**src/rtl/irq_accept_pkg.sv**
```systemverilog
package irq_accept_pkg;
  localparam int LVL_W = 4;
  localparam int PRI_W = LVL_W + 1;
  localparam int N_FIXED = 3;

  localparam logic [PRI_W-1:0] PRI_NMI = PRI_W'(16);
  localparam logic [PRI_W-1:0] PRI_DEBUG = PRI_W'(15);

  // A request is eligible when its priority is strictly above the mask.
  function automatic logic beats_mask(input logic [PRI_W-1:0] pri,
                                      input logic [LVL_W-1:0] mask);
    return pri > {1'b0, mask};
  endfunction

  // Level 16 does not fit the 4-bit mask field; saturate it to 15.
  function automatic logic [LVL_W-1:0] mask_from_pri(input logic [PRI_W-1:0] pri);
    return pri[LVL_W] ? {LVL_W{1'b1}} : pri[LVL_W-1:0];
  endfunction
endpackage

```
**src/rtl/irq_src_map.sv**
```systemverilog
module irq_src_map
  import irq_accept_pkg::*;
#(
  parameter int N_EXT = 8,
  localparam int N_SRC = N_FIXED + N_EXT
) (
  input  logic                         nmi_req,
  input  logic                         brk_req,
  input  logic                         dbg_req,
  input  logic [N_EXT-1:0]             ext_req,
  input  logic [N_EXT*LVL_W-1:0]       ext_lvl,
  output logic [N_SRC-1:0]             src_req,
  output logic [N_SRC-1:0][PRI_W-1:0]  src_pri
);
  // Fixed sources occupy IDs 0..2 in tie-break order.
  assign src_req[0] = nmi_req;
  assign src_pri[0] = PRI_NMI;
  assign src_req[1] = brk_req;
  assign src_pri[1] = PRI_DEBUG;
  assign src_req[2] = dbg_req;
  assign src_pri[2] = PRI_DEBUG;

  for (genvar k = 0; k < N_EXT; k++) begin : g_ext
    assign src_req[N_FIXED+k] = ext_req[k];
    assign src_pri[N_FIXED+k] = {1'b0, ext_lvl[k*LVL_W +: LVL_W]};
  end
endmodule

```
**src/rtl/irq_prio_pick.sv**
```systemverilog
module irq_prio_pick
  import irq_accept_pkg::*;
#(
  parameter int N_SRC = 11,
  parameter int ID_W  = 4
) (
  input  logic [N_SRC-1:0]             src_req,
  input  logic [N_SRC-1:0][PRI_W-1:0]  src_pri,
  input  logic [LVL_W-1:0]             sr_mask,
  output logic                         pick_valid,
  output logic [ID_W-1:0]              pick_id,
  output logic [PRI_W-1:0]             pick_pri
);
  logic [N_SRC-1:0] eligible;

  for (genvar i = 0; i < N_SRC; i++) begin : g_elig
    assign eligible[i] = src_req[i] && beats_mask(src_pri[i], sr_mask);
  end

  // Strict ">" keeps the earliest (lowest ID) source on equal priority.
  always_comb begin
    pick_valid = 1'b0;
    pick_id    = '0;
    pick_pri   = '0;
    for (int i = 0; i < N_SRC; i++) begin
      if (eligible[i] && (!pick_valid || src_pri[i] > pick_pri)) begin
        pick_valid = 1'b1;
        pick_id    = ID_W'(i);
        pick_pri   = src_pri[i];
      end
    end
  end
endmodule

```
**src/rtl/irq_accept_seq.sv**
```systemverilog
module irq_accept_seq
  import irq_accept_pkg::*;
#(
  parameter int ID_W     = 4,
  parameter int VEC_W    = 8,
  parameter int VEC_BASE = 8
) (
  input  logic              clk,
  input  logic              rst_n,
  input  logic              pick_valid,
  input  logic [ID_W-1:0]   pick_id,
  input  logic [PRI_W-1:0]  pick_pri,
  input  logic              cpu_ack,
  output logic              accept,
  output logic [ID_W-1:0]   accept_id,
  output logic [VEC_W-1:0]  accept_vec,
  output logic [LVL_W-1:0]  new_mask,
  output logic              hold_off
);
  function automatic logic [VEC_W-1:0] vec_of(input logic [ID_W-1:0] id);
    return VEC_W'(VEC_BASE) + VEC_W'(id);
  endfunction

  logic take;
  assign take = pick_valid && !hold_off;

  always_ff @(posedge clk) begin
    if (!rst_n) begin
      accept     <= 1'b0;
      accept_id  <= '0;
      accept_vec <= '0;
      new_mask   <= '0;
      hold_off   <= 1'b0;
    end else begin
      accept <= take;
      if (take) begin
        accept_id  <= pick_id;
        accept_vec <= vec_of(pick_id);
        new_mask   <= mask_from_pri(pick_pri);
        hold_off   <= 1'b1;
      end else if (hold_off && cpu_ack) begin
        hold_off <= 1'b0;
      end
    end
  end
endmodule

```
**src/rtl/irq_accept_ctrl.sv**
```systemverilog
module irq_accept_ctrl
  import irq_accept_pkg::*;
#(
  parameter int N_EXT    = 8,
  parameter int VEC_W    = 8,
  parameter int VEC_BASE = 8,
  localparam int N_SRC   = N_FIXED + N_EXT,
  localparam int ID_W    = $clog2(N_SRC)
) (
  input  logic                    clk,
  input  logic                    rst_n,
  input  logic                    nmi_req,
  input  logic                    brk_req,
  input  logic                    dbg_req,
  input  logic [N_EXT-1:0]        ext_req,
  input  logic [N_EXT*LVL_W-1:0]  ext_lvl,
  input  logic [LVL_W-1:0]        sr_mask,
  input  logic                    cpu_ack,
  output logic                    accept,
  output logic [ID_W-1:0]         accept_id,
  output logic [VEC_W-1:0]        accept_vec,
  output logic [LVL_W-1:0]        new_mask
);
  logic [N_SRC-1:0]            src_req;
  logic [N_SRC-1:0][PRI_W-1:0] src_pri;
  logic                        pick_valid;
  logic [ID_W-1:0]             pick_id;
  logic [PRI_W-1:0]            pick_pri;
  logic                        hold_off;

  irq_src_map #(.N_EXT(N_EXT)) u_map (
    .nmi_req (nmi_req),
    .brk_req (brk_req),
    .dbg_req (dbg_req),
    .ext_req (ext_req),
    .ext_lvl (ext_lvl),
    .src_req (src_req),
    .src_pri (src_pri)
  );

  irq_prio_pick #(.N_SRC(N_SRC), .ID_W(ID_W)) u_pick (
    .src_req    (src_req),
    .src_pri    (src_pri),
    .sr_mask    (sr_mask),
    .pick_valid (pick_valid),
    .pick_id    (pick_id),
    .pick_pri   (pick_pri)
  );

  irq_accept_seq #(.ID_W(ID_W), .VEC_W(VEC_W), .VEC_BASE(VEC_BASE)) u_seq (
    .clk        (clk),
    .rst_n      (rst_n),
    .pick_valid (pick_valid),
    .pick_id    (pick_id),
    .pick_pri   (pick_pri),
    .cpu_ack    (cpu_ack),
    .accept     (accept),
    .accept_id  (accept_id),
    .accept_vec (accept_vec),
    .new_mask   (new_mask),
    .hold_off   (hold_off)
  );
endmodule

```
**config.mk**
```make
export PLATFORM = sky130hd
export DESIGN_NAME = irq_accept_ctrl
export DESIGN_NICKNAME = d
export VERILOG_FILES = /design/src/rtl/irq_accept_pkg.sv /design/src/rtl/irq_src_map.sv /design/src/rtl/irq_prio_pick.sv /design/src/rtl/irq_accept_seq.sv /design/src/rtl/irq_accept_ctrl.sv
export SDC_FILE = /design/constraint.sdc
export NUM_CORES = 1
export LEC_CHECK = 0
export ABC_AREA = 1
export BUFFER_PORTS_ARGS = -buffer_cell sky130_fd_sc_hd__clkbuf_2
export CAP_MARGIN = 20
export CORE_MARGIN = 3
export CORE_UTILIZATION = 53
export DETAILED_ROUTE_END_ITERATION = 10
export GPL_ROUTABILITY_DRIVEN = 0
export PLACE_DENSITY = 0.8
export REMOVE_ABC_BUFFERS = 1
export SLEW_MARGIN = 10
export SYNTH_ARGS = -nofsm -noshare
export SYNTH_HDL_FRONTEND = slang
export SYNTH_SLANG_ARGS = --single-unit
```
**constraint.sdc**
```tcl
create_clock -name clk -period 25.1 [get_ports clk]
set_input_delay 6.275 -clock clk [delete_from_list [all_inputs] [get_ports clk]]
set_output_delay 6.275 -clock clk [all_outputs]
set_load 0.02 [all_outputs]
```
==> results.yml, run 1 <==
floorplan:
  dieArea_sq_mm: 0.005954
  initial_core_util: 0.5571
  fp.dieH_um: 77.16
  core_area_sq_mm: 0.004817
  rows: 25
  io_pins: 67
  die_x_um: 77.16
place:
  placed_cells: 536
  dpl.hpwl_um: 5584
  io_buffers: 63
  placed_cell_area_sq_mm: 0.003033
synth:
  ys_seq_area_frac: 0.08205
  synth.mux.area_fraction: 0
  synth-xor-area-share: 0
  yosysTopAreaCellShare: 0.2984
  synthFlopType: "dfxtp_1"
  synth-seq-cells: 11
  async_flop_share: 0
  syn_inst: 412
  synth-compound-area-share: 0.1655
  synth_top_family_by_area: "simple AND/OR/NAND/NOR gates"
  ys_types: 39
  synth_fa_ha_area_frac: 0.2984
  synth_edf_count: 0
  yosys-top-cells-area: "ha_1, nand2_1, nand3_1"
  syn_avg_cell_area_sq_um: 6.514
  synth_area_sq_mm: 0.002684
  synthSimpleGateAreaFrac: 0.3483
  ys_warn_count: 0
  yosysTopAreaCell: "ha_1"
clock_tree:
  cts_buffers: 3
  cts_sinks: 11
  clkLatencyLatePin_ns: 0.24
  clk_pin_slew_ns: 0.05
  clock_tree.root_cell: "clkbuf_8"
  cts_buffer_depth: 2
  cts_tree: "done"
  postCtsSetupBuffers: 0
  ctsResizeCount: 0
  cts_max_level: 1
  hold_buffers: 0
detailed_routing:
  wl_met1_um: 3072
  wl_met3_um: 243
  ant_nets: 0
  wl_um: 6633
  routed_via_density: 5.272
  wl_met2_um: 3276
  drt-initial-drc-count: 116
  drc: 0
  drt-wirelength-per-cell_um: 12.28
  highest_layer: "met4"
  first_pass_iters: 4
  vias: 2847
critical_path:
  cp_data_arrival_time_ns: 17.43
  reg2reg_slack_ns: 23.88
  worstRegToRegCells: 4
  worstReg2RegStart: "u_seq.hold_off"
  worst_r2r_endpoint: "u_seq.accept_vec[3]"
  cp_max_fo: 10
  cp-end-kind: "flop"
  path_delay_family: "simple AND/OR/NAND/NOR gates"
  crit_required_ns: 25.22
  slowest_delay_ns: 0.32
  worstSetupStartpointType: "input pin"
  crit_path_top_delay_cell: "ha_1"
  cp_num_cells: 85
  crit_buf_inv: 8
  endpoint: "u_seq.new_mask[1]"
  cp_common_cell: "nand2_1"
  setup.worst_path.class: "input pin to flop"
  critPathLaunch: "sr_mask[0]"
grt:
  grt_usage: 0.2235
  grt_pass1_vias: 2567
  grt_pass1_wl_um: 11130
  grt_max_degree: 13
  grt_remaining_overflow: 0
  grt_antenna_before_repair: 0
power_and_ir_drop:
  power_density_mw_per_mm2: 40.82
  peakVddDrop_mv: 0.01890
  p_leak_nw: 1.808
  p_total_mw: 0.1257
sta:
  max_freq_mhz: 57.78
  fin_setup_tns_ns: 0
  period_needed_ns: 17.31
  finClkSkew_ns: 0.001772
  slew_violations: 0
  rsz0062_at_grt: "no"
  period_share: 0.6895
  setup_viol_count_final: 0
  finalHoldViolCount: 0
final_layout:
  final_area_sq_mm: 0.003078
  area_growth_pct: 14.69
  n_fill_cell: 483
  layout-drive-gt1-share: 0.2051
  multi_input_area_sq_mm: 0.002191
  regArea_sq_um: 220.2
  fin_cells: 540
  fin_nets: 588
  antenna-diode-count: 0
hold_path:
  hold_path_class: "flop to flop"
run_status:
  status: "finished, final reports clean"
flow_run:
  cap_violations: 0
[cells by family (layout without fill, tap and decap cells)]
kind of cell	Yosys count	count (layout)
AOI/OAI and AO/OA	73	73
adders and majority gates	64	64
buffers and inverters	66	125
DFF	11	11
other	1	3
and+or+nand+nor	197	197
[state kept, by name, summed over array words and instances, names as in the netlist]
name	flops
u_seq.accept_vec	1
u_seq.accept_id	4
u_seq.hold_off	1
u_seq.accept	1
u_seq.new_mask	4
[routing by layer]
metal / track usage / vias up
li1: - / 1507
met1: 0.2797 / 1280
met2: 0.4119 / 54
met3: 0.03052 / 6
met4: 0.03025 / 0
met5: 0 / -
[final cells by class]
| cell class | instances | share of cell area |
|---|---|---|
| Multi-Input combinational cell | 337 | 0.7118 |
| Timing Repair Buffer | 63 | 0.1024 |
| Inverter | 58 | 0.07236 |
| Sequential cell | 11 | 0.07154 |
| Tap cell | 67 | 0.02724 |
| Clock buffer | 4 | 0.01463 |
[power breakdown]
part	switching, mW	internal [mW]
clock	0.00688	0.0112
sequential	0.00138	0.0200
combinational	0.0519	0.0344
[synthesized netlist by cell type (all sizes together) (3+ instances only)]
cell,instances
nand4,4
nor2,16
nand3,48
dfxtp,11
o21ai,26
or2,11
and2,11
buf,8
nand2,105
a21oi,33
ha,64
inv,56
o21bai,3
[tightest hold or removal path: stages (launching register included)]
cell and delay [ns]:
dfxtp_1 0.30, nand2_1 0.06, a21oi_1 0.05
[cells in the final DEF, fill, tap and decap left out, types with 2 or more instances in the layout]
cell type / n
clkbuf_8: 3
conb_1: 3
ha_1: 64
a21oi_1: 31
o21ai_1: 5
nor2_4: 3
or2_0: 3
nor2_1: 10
o211a_1: 2
inv_2: 5
o21ai_0: 18
nand2_1: 95
and2_1: 11
or2_4: 2
or2_1: 6
dfxtp_1: 11
a221oi_1: 2
nand3_1: 47
nand4_1: 4
nor2_2: 3
nand2_2: 10
inv_1: 51
clkbuf_2: 63
o21ai_2: 2
a21oi_2: 2
o21bai_1: 3
[worst min path at each step]
| stage | startpoint | endpoint | cells past startpoint |
|---|---|---|---|
| final | u_seq.new_mask[2] | u_seq.new_mask[2] | 2 |
| after global routing | u_seq.new_mask[0] | u_seq.new_mask[0] | 2 |
| after CTS | u_seq.new_mask[2] | u_seq.new_mask[2] | 2 |
| after detailed placement | u_seq.new_mask[2] | u_seq.new_mask[2] | 2 |
| after global placement | u_seq.new_mask[2] | u_seq.new_mask[2] | 2 |
| after floorplan | u_seq.hold_off | u_seq.hold_off | 2 |
[stage by stage]
step	worst slack [ns]	utilization	hold WS, ns
3_5_place_dp	7.711	0.6296	0.4639
6_report	7.793	0.6390	0.4650
5_1_grt	6.569	0.6390	0.4916
4_1_cts	7.932	0.6390	0.4715
2_1_floorplan	9.291	-	0.4782
3_3_place_gp	8.071	0.6296	0.4562
(Power assumes the default switching activity.)
==> inputs of run 2 (changes only) <==
Settings changed: ABC_AREA 1 to 0, CORE_UTILIZATION 53 to 50, PLACE_DENSITY 0.8 to 0.78.
Clock period 25.1 ns to 15.8 ns, I/O delays scaled along.
==> results.yml, run 2 <==
run_status:
  status: "finished, final reports clean"
clock_tree:
  clock_tree.root_cell: "clkbuf_8"
  clkLatencyLatePin_ns: 0.24
  clk_pin_slew_ns: 0.05
  cts_buffer_depth: 2
  cts_max_level: 1
  cts_buffers: 3
  cts_tree: "done"
  cts_sinks: 11
power_and_ir_drop:
  p_seq_frac: 0.141
  power_density_mw_per_mm2: 67.43
  peakVddDrop_mv: 0.05298
  p_leak_nw: 1.789
  intPower_mw: 0.1404
  switchingPower_mw: 0.1137
  sw_frac_of_total: 0.4475
  clkPwrFrac: 0.113
  combinationalPowerShare: 0.746
sta:
  worst_slack_ns: 0.2679
  setup_viol_count_final: 0
  finalHoldViolCount: 0
  max_slew.worst_pin.slew_ns: 0.8967
  slew_headroom: 0.4022
  max_freq_mhz: 64.38
  period_share: 0.9830
  finClkSkew_ns: 0.002047
  period_needed_ns: 15.53
  fin_setup_tns_ns: 0
  slew_violations: 0
critical_path:
  worstReg2RegStart: "u_seq.hold_off"
  crit_path_top_delay_cell: "mux2_2"
  cp_common_cell: "o21a_1"
  worstSetupStartpointType: "input pin"
  slowest_delay_ns: 0.34
  setup.worst_path.class: "input pin to flop"
  worst_r2r_endpoint: "u_seq.new_mask[0]"
  cp_data_arrival_time_ns: 15.66
  cp-end-kind: "flop"
  crit_required_ns: 15.93
  cp_max_fo: 6
  reg2reg_slack_ns: 14.47
  worstRegToRegCells: 4
final_layout:
  fin_nets: 558
  reg.largest.list: "u_seq.accept_id x4, u_seq.new_mask x4"
  layout-drive-gt1-share: 0.3928
  layout_commonest_cell: "clkbuf_2"
  area_growth_pct: 36.17
  antenna-diode-count: 0
  final_cell_mix: "clkbuf_2, ha_1, buf_4, nand2_1, inv_1"
place:
  dpl.hpwl_um: 6638
  io_buffers: 63
  pre_cts_ws_ns: -0.4092
synth:
  yosysTopAreaCellShare: 0.2893
  syn_inst: 346
  yosysMostFrequentCell: "ha_1"
  synth_commonest_cells: "ha_1, nand2_1, inv_1"
  ys_warn_count: 0
  yosysTopAreaCell: "ha_1"
  synth-seq-cells: 11
  ys_seq_area_frac: 0.07957
  ys_types: 61
  syn_avg_cell_area_sq_um: 7.999
  synth_area_sq_mm: 0.002768
  synth_edf_count: 0
  async_flop_share: 0
  yosys-top-cells-area: "ha_1, dfxtp_1, nand2_1"
  synthFlopType: "dfxtp_1"
grt:
  grt_pass1_vias: 2974
  grt_remaining_overflow: 0
  grt_antenna_before_repair: 0
  grt_max_degree: 12
  grt_pass1_wl_um: 12920
  grt_usage: 0.2503
detailed_routing:
  drt-initial-drc-count: 187
  vias: 3148
  drt-wirelength-per-cell_um: 17.43
  routed_via_density: 6.136
  ant_nets: 0
  drc: 0
  wl_um: 8942
  first_pass_iters: 4
flow_run:
  cap_violations: 0
hold_path:
  hold_path_class: "flop to flop"
  hold_depth: 2
  holdPathEnd: "u_seq.accept_id[2]"
  min_from: "u_seq.accept_id[2]"
floorplan:
  dieArea_sq_mm: 0.006464
  initial_core_util: 0.5284
  core_area_sq_mm: 0.005238
  fp.dieH_um: 80.40
  rows: 26
  die_x_um: 80.40
  io_pins: 67
[run 2: critical path: cells and delay by family]
| kind | cells | cell delay [ns] |
|---|---|---|
| AO/OA/AOI/OAI | 32 | 5.98 |
| adder cells (fa/ha/maj) | 8 | 2.06 |
| buffers and inverters | 8 | 1.17 |
| multiplexers | 1 | 0.34 |
| AND/OR/NAND/NOR | 17 | 2.13 |
[run 2: worst max-delay path by stage]
stage                    start                 to  slack (ns)  depth (start not counted)
floorplan           sr_mask[3]  u_seq.new_mask[0]       -0.56                         62
global placement    sr_mask[0]  u_seq.new_mask[0]       -0.04                         64
detailed placement  sr_mask[0]  u_seq.new_mask[0]       -0.41                         63
CTS                 sr_mask[0]  u_seq.new_mask[0]        0.04                         64
global route           brk_req  u_seq.new_mask[0]       -0.31                         66
finish                 brk_req  u_seq.new_mask[0]        0.27                         66
[run 2: through the flow]
stage	hold WS, ns	instances	util	power (mW)	cell area (sq um)
floorplan	0.4994	334	-	0.1366	2674
global placement	0.4531	494	0.6261	0.1805	3279
CTS	0.4816	498	0.6505	0.2225	3407
finish	0.4792	513	0.7195	0.2541	3769
global route	0.5230	513	0.7195	0.2733	3769
detailed placement	0.4751	494	0.6261	0.1879	3279
[run 2: logic make-up (layout without fill, tap and decap cells)]
group           Yosys count  after routing  synth area share
compound gates          122            122            0.3431
buf+inv                  40            135           0.07188
other cells               1              3          0.001355
fa+ha+maj                64             64            0.2893
flops                    11             11           0.07957
simple gates            104            104            0.1985
mux                       4              4           0.01627
[run 2: cell type report]
type	instances	area [sq um]
clock buffer	4	45.04
tap	70	87.58
fill	374	1469
multi-input combinational	297	2673
timing repair buffer	105	645.6
inverter	26	97.59
sequential	11	220.2
[run 2: timing repair]
| action | in CTS | in global routing |
|---|---|---|
| setup buffers | 0 | 14 |
| pin swaps | 2 | 26 |
| endpoints found under the setup margin | 7 | 9 |
| hold buffers | 0 | 0 |
| cloned | 0 | 1 |
| hold endpoints to repair | 0 | 0 |
| gates resized for setup | 16 | 43 |
[run 2: power by group through the flow]
stage | Clock (mW) | Combinational (mW) | Sequential [mW]
2_1_floorplan | 0 | 0.0935 | 0.0432
3_3_place_gp | 0 | 0.145 | 0.0358
3_5_place_dp | 0 | 0.152 | 0.0361
4_1_cts | 0.0287 | 0.158 | 0.0355
5_1_grt | 0.0298 | 0.207 | 0.0362
6_report | 0.0288 | 0.190 | 0.0357
[run 2: layer usage]
layer / up-vias / global-route usage / part of all wire
met5: - / 0 / 0
met2: 111 / 0.4445 / 0.49
li1: 1528 / - / -
met1: 1485 / 0.3061 / 0.43
met3: 24 / 0.03700 / 0.058
met4: 0 / 0.08108 / 0.023
